--- src/rtl/cs_seq_pkg.sv ---
package cs_seq_pkg;
  typedef enum logic [2:0] {
    ST_IDLE,
    ST_ACQ,
    ST_CONV,
    ST_DONE,
    ST_READ
  } seq_state_t;

  localparam int unsigned RESULT_W = 16;
  localparam int unsigned BYTE_W   = 8;
endpackage

--- src/rtl/cs_seq_sync.sv ---
module cs_seq_sync #(
  parameter int unsigned W       = 3,
  parameter int unsigned STAGES  = 2,
  parameter logic [W-1:0] RST_VAL = '1
) (
  input  logic         clk,
  input  logic         rst_n,
  input  logic [W-1:0] d_async,
  output logic [W-1:0] q
);
  for (genvar b = 0; b < W; b++) begin : g_bit
    logic [STAGES-1:0] chain;
    always_ff @(posedge clk or negedge rst_n) begin
      if (!rst_n) chain <= {STAGES{RST_VAL[b]}};
      else        chain <= {chain[STAGES-2:0], d_async[b]};
    end
    assign q[b] = chain[STAGES-1];
  end
endmodule

--- src/rtl/cs_seq_downcnt.sv ---
module cs_seq_downcnt #(
  parameter int unsigned LOAD_VAL = 8
) (
  input  logic clk,
  input  logic rst_n,
  input  logic load,
  output logic zero
);
  localparam int unsigned CW = (LOAD_VAL < 2) ? 1 : $clog2(LOAD_VAL + 1);
  localparam logic [CW-1:0] LV = CW'(LOAD_VAL);
  logic [CW-1:0] cnt;

  always_ff @(posedge clk or negedge rst_n) begin
    if (!rst_n)        cnt <= '0;
    else if (load)     cnt <= LV;
    else if (cnt != 0) cnt <= cnt - 1'b1;
  end
  assign zero = (cnt == '0);
endmodule

--- src/rtl/cs_seq_fsm.sv ---
module cs_seq_fsm
  import cs_seq_pkg::*;
(
  input  logic       clk,
  input  logic       rst_n,
  input  logic       cs_fall,
  input  logic       cs_rise,
  input  logic       rc_s,
  input  logic       conv_zero,
  input  logic       settle_busy,
  output seq_state_t state,
  output logic       conv_load,
  output logic       settle_load,
  output logic       capture,
  output logic       drive,
  output logic       eoc_n,
  output logic       ref_on,
  output logic       settle_err,
  output logic       acq_active
);
  logic mode_sd;

  always_ff @(posedge clk or negedge rst_n) begin
    if (!rst_n) begin
      state      <= ST_IDLE;
      eoc_n      <= 1'b1;
      ref_on     <= 1'b0;
      settle_err <= 1'b0;
      mode_sd    <= 1'b0;
    end else begin
      case (state)
        ST_IDLE: if (cs_fall && !rc_s) begin
          state      <= ST_ACQ;
          ref_on     <= 1'b1;
          settle_err <= 1'b0;
        end
        ST_ACQ: if (cs_fall) begin
          state   <= ST_CONV;
          mode_sd <= rc_s;
          if (settle_busy) settle_err <= 1'b1;
        end
        ST_CONV: if (conv_zero) begin
          state <= ST_DONE;
          eoc_n <= 1'b0;
          if (mode_sd) ref_on <= 1'b0;
        end
        ST_DONE: if (cs_fall && rc_s) state <= ST_READ;
        ST_READ: if (cs_rise) begin
          state <= ST_IDLE;
          eoc_n <= 1'b1;
        end
        default: state <= ST_IDLE;
      endcase
    end
  end

  always_comb begin
    settle_load = (state == ST_IDLE) && cs_fall && !rc_s && !ref_on;
    conv_load   = (state == ST_ACQ) && cs_fall;
    capture     = conv_load;
    drive       = (state == ST_READ);
    acq_active  = (state == ST_ACQ);
  end

  p_ignore_wake_r1: assert property (@(posedge clk) disable iff (!rst_n)
    (state == ST_IDLE && cs_fall && rc_s) |=> (state == ST_IDLE));
  p_eoc_matches_phase_r4: assert property (@(posedge clk) disable iff (!rst_n)
    ((state == ST_DONE) || (state == ST_READ)) == !eoc_n);
  p_ref_on_conv_r3: assert property (@(posedge clk) disable iff (!rst_n)
    (state == ST_CONV) |-> ref_on);
  p_shutdown_after_r3: assert property (@(posedge clk) disable iff (!rst_n)
    ($fell(eoc_n) && mode_sd) |-> !ref_on);
  p_standby_after_r3: assert property (@(posedge clk) disable iff (!rst_n)
    ($fell(eoc_n) && !mode_sd) |-> ref_on);
  p_settle_flag_r8: assert property (@(posedge clk) disable iff (!rst_n)
    $rose(settle_err) |-> (state == ST_CONV));
endmodule

--- src/rtl/cs_seq_bytemux.sv ---
module cs_seq_bytemux
  import cs_seq_pkg::*;
(
  input  logic                clk,
  input  logic                rst_n,
  input  logic                capture,
  input  logic [RESULT_W-1:0] sample_word,
  input  logic                drive,
  input  logic                hbe_s,
  output logic [BYTE_W-1:0]   bus_data,
  output logic                bus_oe
);
  localparam int unsigned NBYTES = RESULT_W / BYTE_W;
  logic [RESULT_W-1:0] result;
  logic [BYTE_W-1:0]   lanes [NBYTES];

  always_ff @(posedge clk or negedge rst_n) begin
    if (!rst_n)       result <= '0;
    else if (capture) result <= sample_word;
  end

  for (genvar i = 0; i < NBYTES; i++) begin : g_lane
    assign lanes[i] = result[i*BYTE_W +: BYTE_W];
  end

  assign bus_data = drive ? lanes[hbe_s ? NBYTES-1 : 0] : '0;
  assign bus_oe   = drive;
endmodule

--- src/rtl/cs_seq_adc_ctrl.sv ---
module cs_seq_adc_ctrl
  import cs_seq_pkg::*;
#(
  parameter int unsigned CONV_CYCLES   = 1175,
  parameter int unsigned SETTLE_CYCLES = 3000000,
  parameter int unsigned SYNC_STAGES   = 2
) (
  input  logic                clk,
  input  logic                rst_n,
  input  logic                cs_n_pin,
  input  logic                rdconv_pin,
  input  logic                hbe_pin,
  input  logic [RESULT_W-1:0] sample_word,
  output logic                eoc_n,
  output logic [BYTE_W-1:0]   bus_data,
  output logic                bus_oe,
  output logic                acq_active,
  output logic                ref_on,
  output logic                settle_err
);
  localparam int unsigned CONV_LOAD = (CONV_CYCLES > 0) ? CONV_CYCLES - 1 : 0;

  logic [2:0] pins_s;
  logic cs_s, rc_s, hbe_s, cs_prev, cs_fall, cs_rise;
  logic conv_load, conv_zero, settle_load, settle_zero, capture, drive;
  seq_state_t state;

  cs_seq_sync #(.W(3), .STAGES(SYNC_STAGES), .RST_VAL(3'b001)) u_sync (
    .clk(clk), .rst_n(rst_n),
    .d_async({hbe_pin, rdconv_pin, cs_n_pin}), .q(pins_s));
  assign cs_s  = pins_s[0];
  assign rc_s  = pins_s[1];
  assign hbe_s = pins_s[2];

  always_ff @(posedge clk or negedge rst_n) begin
    if (!rst_n) cs_prev <= 1'b1;
    else        cs_prev <= cs_s;
  end
  assign cs_fall = cs_prev && !cs_s;
  assign cs_rise = !cs_prev && cs_s;

  cs_seq_downcnt #(.LOAD_VAL(CONV_LOAD)) u_conv_cnt (
    .clk(clk), .rst_n(rst_n), .load(conv_load), .zero(conv_zero));
  cs_seq_downcnt #(.LOAD_VAL(SETTLE_CYCLES)) u_settle_cnt (
    .clk(clk), .rst_n(rst_n), .load(settle_load), .zero(settle_zero));

  cs_seq_fsm u_fsm (
    .clk(clk), .rst_n(rst_n), .cs_fall(cs_fall), .cs_rise(cs_rise),
    .rc_s(rc_s), .conv_zero(conv_zero), .settle_busy(!settle_zero),
    .state(state), .conv_load(conv_load), .settle_load(settle_load),
    .capture(capture), .drive(drive), .eoc_n(eoc_n), .ref_on(ref_on),
    .settle_err(settle_err), .acq_active(acq_active));

  cs_seq_bytemux u_mux (
    .clk(clk), .rst_n(rst_n), .capture(capture), .sample_word(sample_word),
    .drive(drive), .hbe_s(hbe_s), .bus_data(bus_data), .bus_oe(bus_oe));

  p_bus_quiet_r7: assert property (@(posedge clk) disable iff (!rst_n)
    ((state == ST_ACQ) || (state == ST_CONV)) |-> !bus_oe);
  p_drive_after_eoc_r5: assert property (@(posedge clk) disable iff (!rst_n)
    bus_oe |-> !eoc_n);
endmodule

--- config.mk ---
export PLATFORM = sky130hd
export DESIGN_NAME = cs_seq_adc_ctrl
export DESIGN_NICKNAME = d
export VERILOG_FILES = /design/src/rtl/cs_seq_pkg.sv /design/src/rtl/cs_seq_sync.sv /design/src/rtl/cs_seq_downcnt.sv /design/src/rtl/cs_seq_fsm.sv /design/src/rtl/cs_seq_bytemux.sv /design/src/rtl/cs_seq_adc_ctrl.sv
export SDC_FILE = /design/constraint.sdc
export NUM_CORES = 1
export LEC_CHECK = 0
export BUFFER_PORTS_ARGS = -buffer_cell sky130_fd_sc_hd__buf_2
export CORE_MARGIN = 5
export CORE_UTILIZATION = 52
export DETAILED_ROUTE_END_ITERATION = 10
export PLACE_DENSITY = 0.72
export SLEW_MARGIN = 20
export SYNTH_ARGS = -nofsm -noshare
export SYNTH_HDL_FRONTEND = slang
export SYNTH_SLANG_ARGS = --single-unit
--- constraint.sdc ---
create_clock -name clk -period 2.05 [get_ports clk]
set_clock_uncertainty 0.05 [all_clocks]
set_input_delay 0.1025 -clock clk [delete_from_list [all_inputs] [get_ports clk]]
set_output_delay 0.1025 -clock clk [all_outputs]
set_load 0.05 [all_outputs]
==> flow_metrics.tcl <==
set metrics [dict create \
    cts_tree "yes" \
    synth_flop_cell "dfrtp_1" \
    ys_seq_area_share_pct 52.64 \
    critPathLaunch "u_settle_cnt.cnt[4]" \
    numClockSinks 63 \
    cp.buffers_inverters 0 \
    max_stage_delay_ps 400 \
    drt_iter0_drc 92 \
    htreeDepth 3 \
    drive_above_1_share_pct 24.08 \
    grt_start_max_net_pins 31 \
    r2r_end "u_settle_cnt.cnt[12]" \
    placedCellCount 437 \
    die_y_um 86.01 \
    setup_viol 0 \
    yosys_warnings 0 \
    worstRegToRegCells 5 \
    netlist.area_leader.share_pct 49.15 \
    syn_avg_cell_area_um2 9.388 \
    worst_path_max_delay_cell "or3b_4" \
    post-place-ws_ps -43.88 \
    clkLatencyLatePin_ps 350 \
    cp-endpoint "u_settle_cnt.cnt[12]" \
    worstPathCellList "or3_4 -> or3b_4 -> or3_1 -> or3_1 -> a21oi_2" \
    fin_crit_sh_pct 99.63 \
    synth_most_common_cell "nand2_1" \
    clock_path_buffers 2 \
    worstSetupStartpointType "flop" \
    synthTopCellsByArea "dfrtp_1 (49%), nand2_1 (8.7%), nor2_1 (4.2%)" \
    grt_antenna_before_repair 0 \
    synth_fp_nets 344 \
    cp-end-kind "flop" \
    overflow 0 \
    synthTopCellsByCount "nand2_1 (70), dfrtp_1 (59), nor2_1 (34)" \
    r2r-start "u_settle_cnt.cnt[4]" \
    peakVddDrop_mv 0.7076 \
    ys_ff_latch 63 \
    p_per_area_mw_per_mm2 1235 \
    finalNonFillerCells 479 \
    core-area_mm2 0.005574 \
    clk_pin_slew_ps 70 \
    syn_inst 320 \
    first_global_vias 2580 \
    worst-path-max-fanout 3 \
    outcome "finished clean" \
    drt_first_pass_iters 4 \
    num-fill-cells 446 \
    async_flop_share_pct 100.0 \
    synth_area_mm2 0.003004 \
    postRouteAntennaNets 0 \
    io_buffers 33 \
    crit_path_frequent_cell "or3_1" \
    seqCellArea_mm2 0.001582 \
    grtUsageTotal_pct 19.93 \
    synthDistinctLibCells 44 \
    worst_slew_pin_slew_ps 512.9 \
    syn2layout_area_growth_pct 31.03 \
    hpwl_um 4360 \
    clockRootBuffer "clkbuf_8" \
    drcViolationCount 0 \
    place_congestion 0.8522 \
    placementRows 27 \
    hp-class "in2async" \
    maxCapViolations 0 \
    worst-path-stages 5 \
    avgViaCountPerCell 5.347 \
    rsz0062_at_grt "yes" \
    critical_path_arrival_ps 2270 \
    p_leak_nw 1.839 \
    layout_setup_ws_ps 7.567 \
    n_antenna_cell 0 \
    wl_per_cell_um 13.97 \
    fmax_mhz 489.6 \
    numCtsBuffers 9 \
    fin_setup_tns_ps 0 \
    path_delay_family "simple AND/OR/NAND/NOR gates" \
    period_needed_ps 2042 \
    netlist.top_cell.by_area "dfrtp_1" \
    grt_pass1_wl_um 11540 \
    p_total_mw 4.863 \
    required_ps 2280 \
    rrSetupSlack_ps 8 \
    fin_nets 426 \
    dieArea_mm2 0.007397 \
    ios 34 \
    max_slew_margin_pct 65.57 \
    maxSlewViolCount 0 \
    worstSetupPathType "reg2reg" \
    multiInputGateArea_mm2 0.001424 \
    start_util_pct 53.89 \
    synth_edf_count 0 \
    vias 2561 \
    whs_ps 195.4 \
    wl_um 6692 \
    hold_viol_final 0 \
    fp.dieW_um 86.01 \
]
[routing by layer]
layer	part of all wire [%]	track usage [%]
met2	47	32.10
met5	0	0
met1	47	25.60
met4	2.0	9.784
met3	4.4	3.939
[worst register-to-register path: cells and delay by family (launching register included)]
| family | cells | cell delay (ps) |
|---|---|---|
| AOI/OAI and AO/OA | 1 | 110 |
| and+or+nand+nor | 4 | 1440 |
| DFF | 1 | 380 |
[kinds of logic (layout without fill, tap and decap cells)]
| family | count (synthesis) | count (layout) | synth area share (%) |
|---|---|---|---|
| AO/OA/AOI/OAI | 37 | 37 | 7.705 |
| XOR/XNOR | 18 | 18 | 5.248 |
| adder cells (fa/ha/maj) | 3 | 3 | 1.250 |
| buffers and inverters | 21 | 108 | 2.707 |
| flip-flops | 63 | 63 | 52.64 |
| multiplexers | 11 | 11 | 3.665 |
| AND/OR/NAND/NOR | 167 | 167 | 26.78 |
[stage by stage]
step / utilization (%) / instance area [um^2]
global route: 70.62 / 3936
finish: 70.62 / 3936
CTS: 68.57 / 3822
global placement: 61.68 / 3438
floorplan: - / 3024
detailed placement: 61.68 / 3438
[where the power goes]
group	leakage [nW]	internal, mW	total (mW)	switching (mW)
Sequential	0.741	1.75	2.20	0.442
Clock	0.0877	0.505	0.968	0.462
Combinational	1.01	0.816	1.70	0.882
Total	1.84	3.08	4.86	1.79
[sequential cells by signal (all words and copies together), names as in the netlist]
register,cells
u_fsm.settle_err,1
u_fsm.mode_sd,1
u_fsm.eoc_n,1
cs_prev,1
u_sync.g_bit.chain,6
u_fsm.ref_on,1
u_conv_cnt.cnt,11
u_settle_cnt.cnt,22
u_mux.result,16
u_fsm.state,3
[cells in the final DEF (no fill, tap or decap), types with 3 or more instances in the layout]
cell,instances
nand2_1,68
dfrtp_1,59
nor2_1,34
buf_2,33
buf_4,27
dlygate4sd3_1,20
xor2_1,13
mux2i_1,11
a21oi_1,11
clkbuf_8,11
nor3_1,9
inv_1,8
o21ai_0,7
nand2b_1,6
nand4_1,6
or3_1,6
xnor2_1,5
clkbuf_1,4
dfstp_2,4
nor4_1,3
nor4_2,3
nor3b_1,3
nand3_1,3
ha_1,3
buf_12,3
[area by class of cell]
type,count,area share (%)
clock inverter,1,0.1271
multi-input combinational,236,36.17
inverter,8,0.7629
timing repair buffer,84,16.24
sequential,63,40.18
clock buffer,15,4.228
tap,72,2.289
[worst min-delay path by stage]
| stage | slack, ps | to | from |
|---|---|---|---|
| after global routing | 240 | u_conv_cnt.cnt[7] | rst_n |
| after floorplan | -240 | u_conv_cnt.cnt[0] | rst_n |
| after CTS | 210 | u_settle_cnt.cnt[12] | rst_n |
| final | 200 | u_settle_cnt.cnt[12] | rst_n |
| after detailed placement | 40 | u_settle_cnt.cnt[12] | rst_n |
| after global placement | 30 | u_settle_cnt.cnt[12] | rst_n |
[timing repair]
action,CTS,global route
resized for setup,2,15
hold endpoints to repair,33,0
hold buffers,20,0
pin swaps,2,2
endpoints found under the setup margin,5,21
setup buffers,1,5
Note: power is estimated with default switching activity, not from simulation.
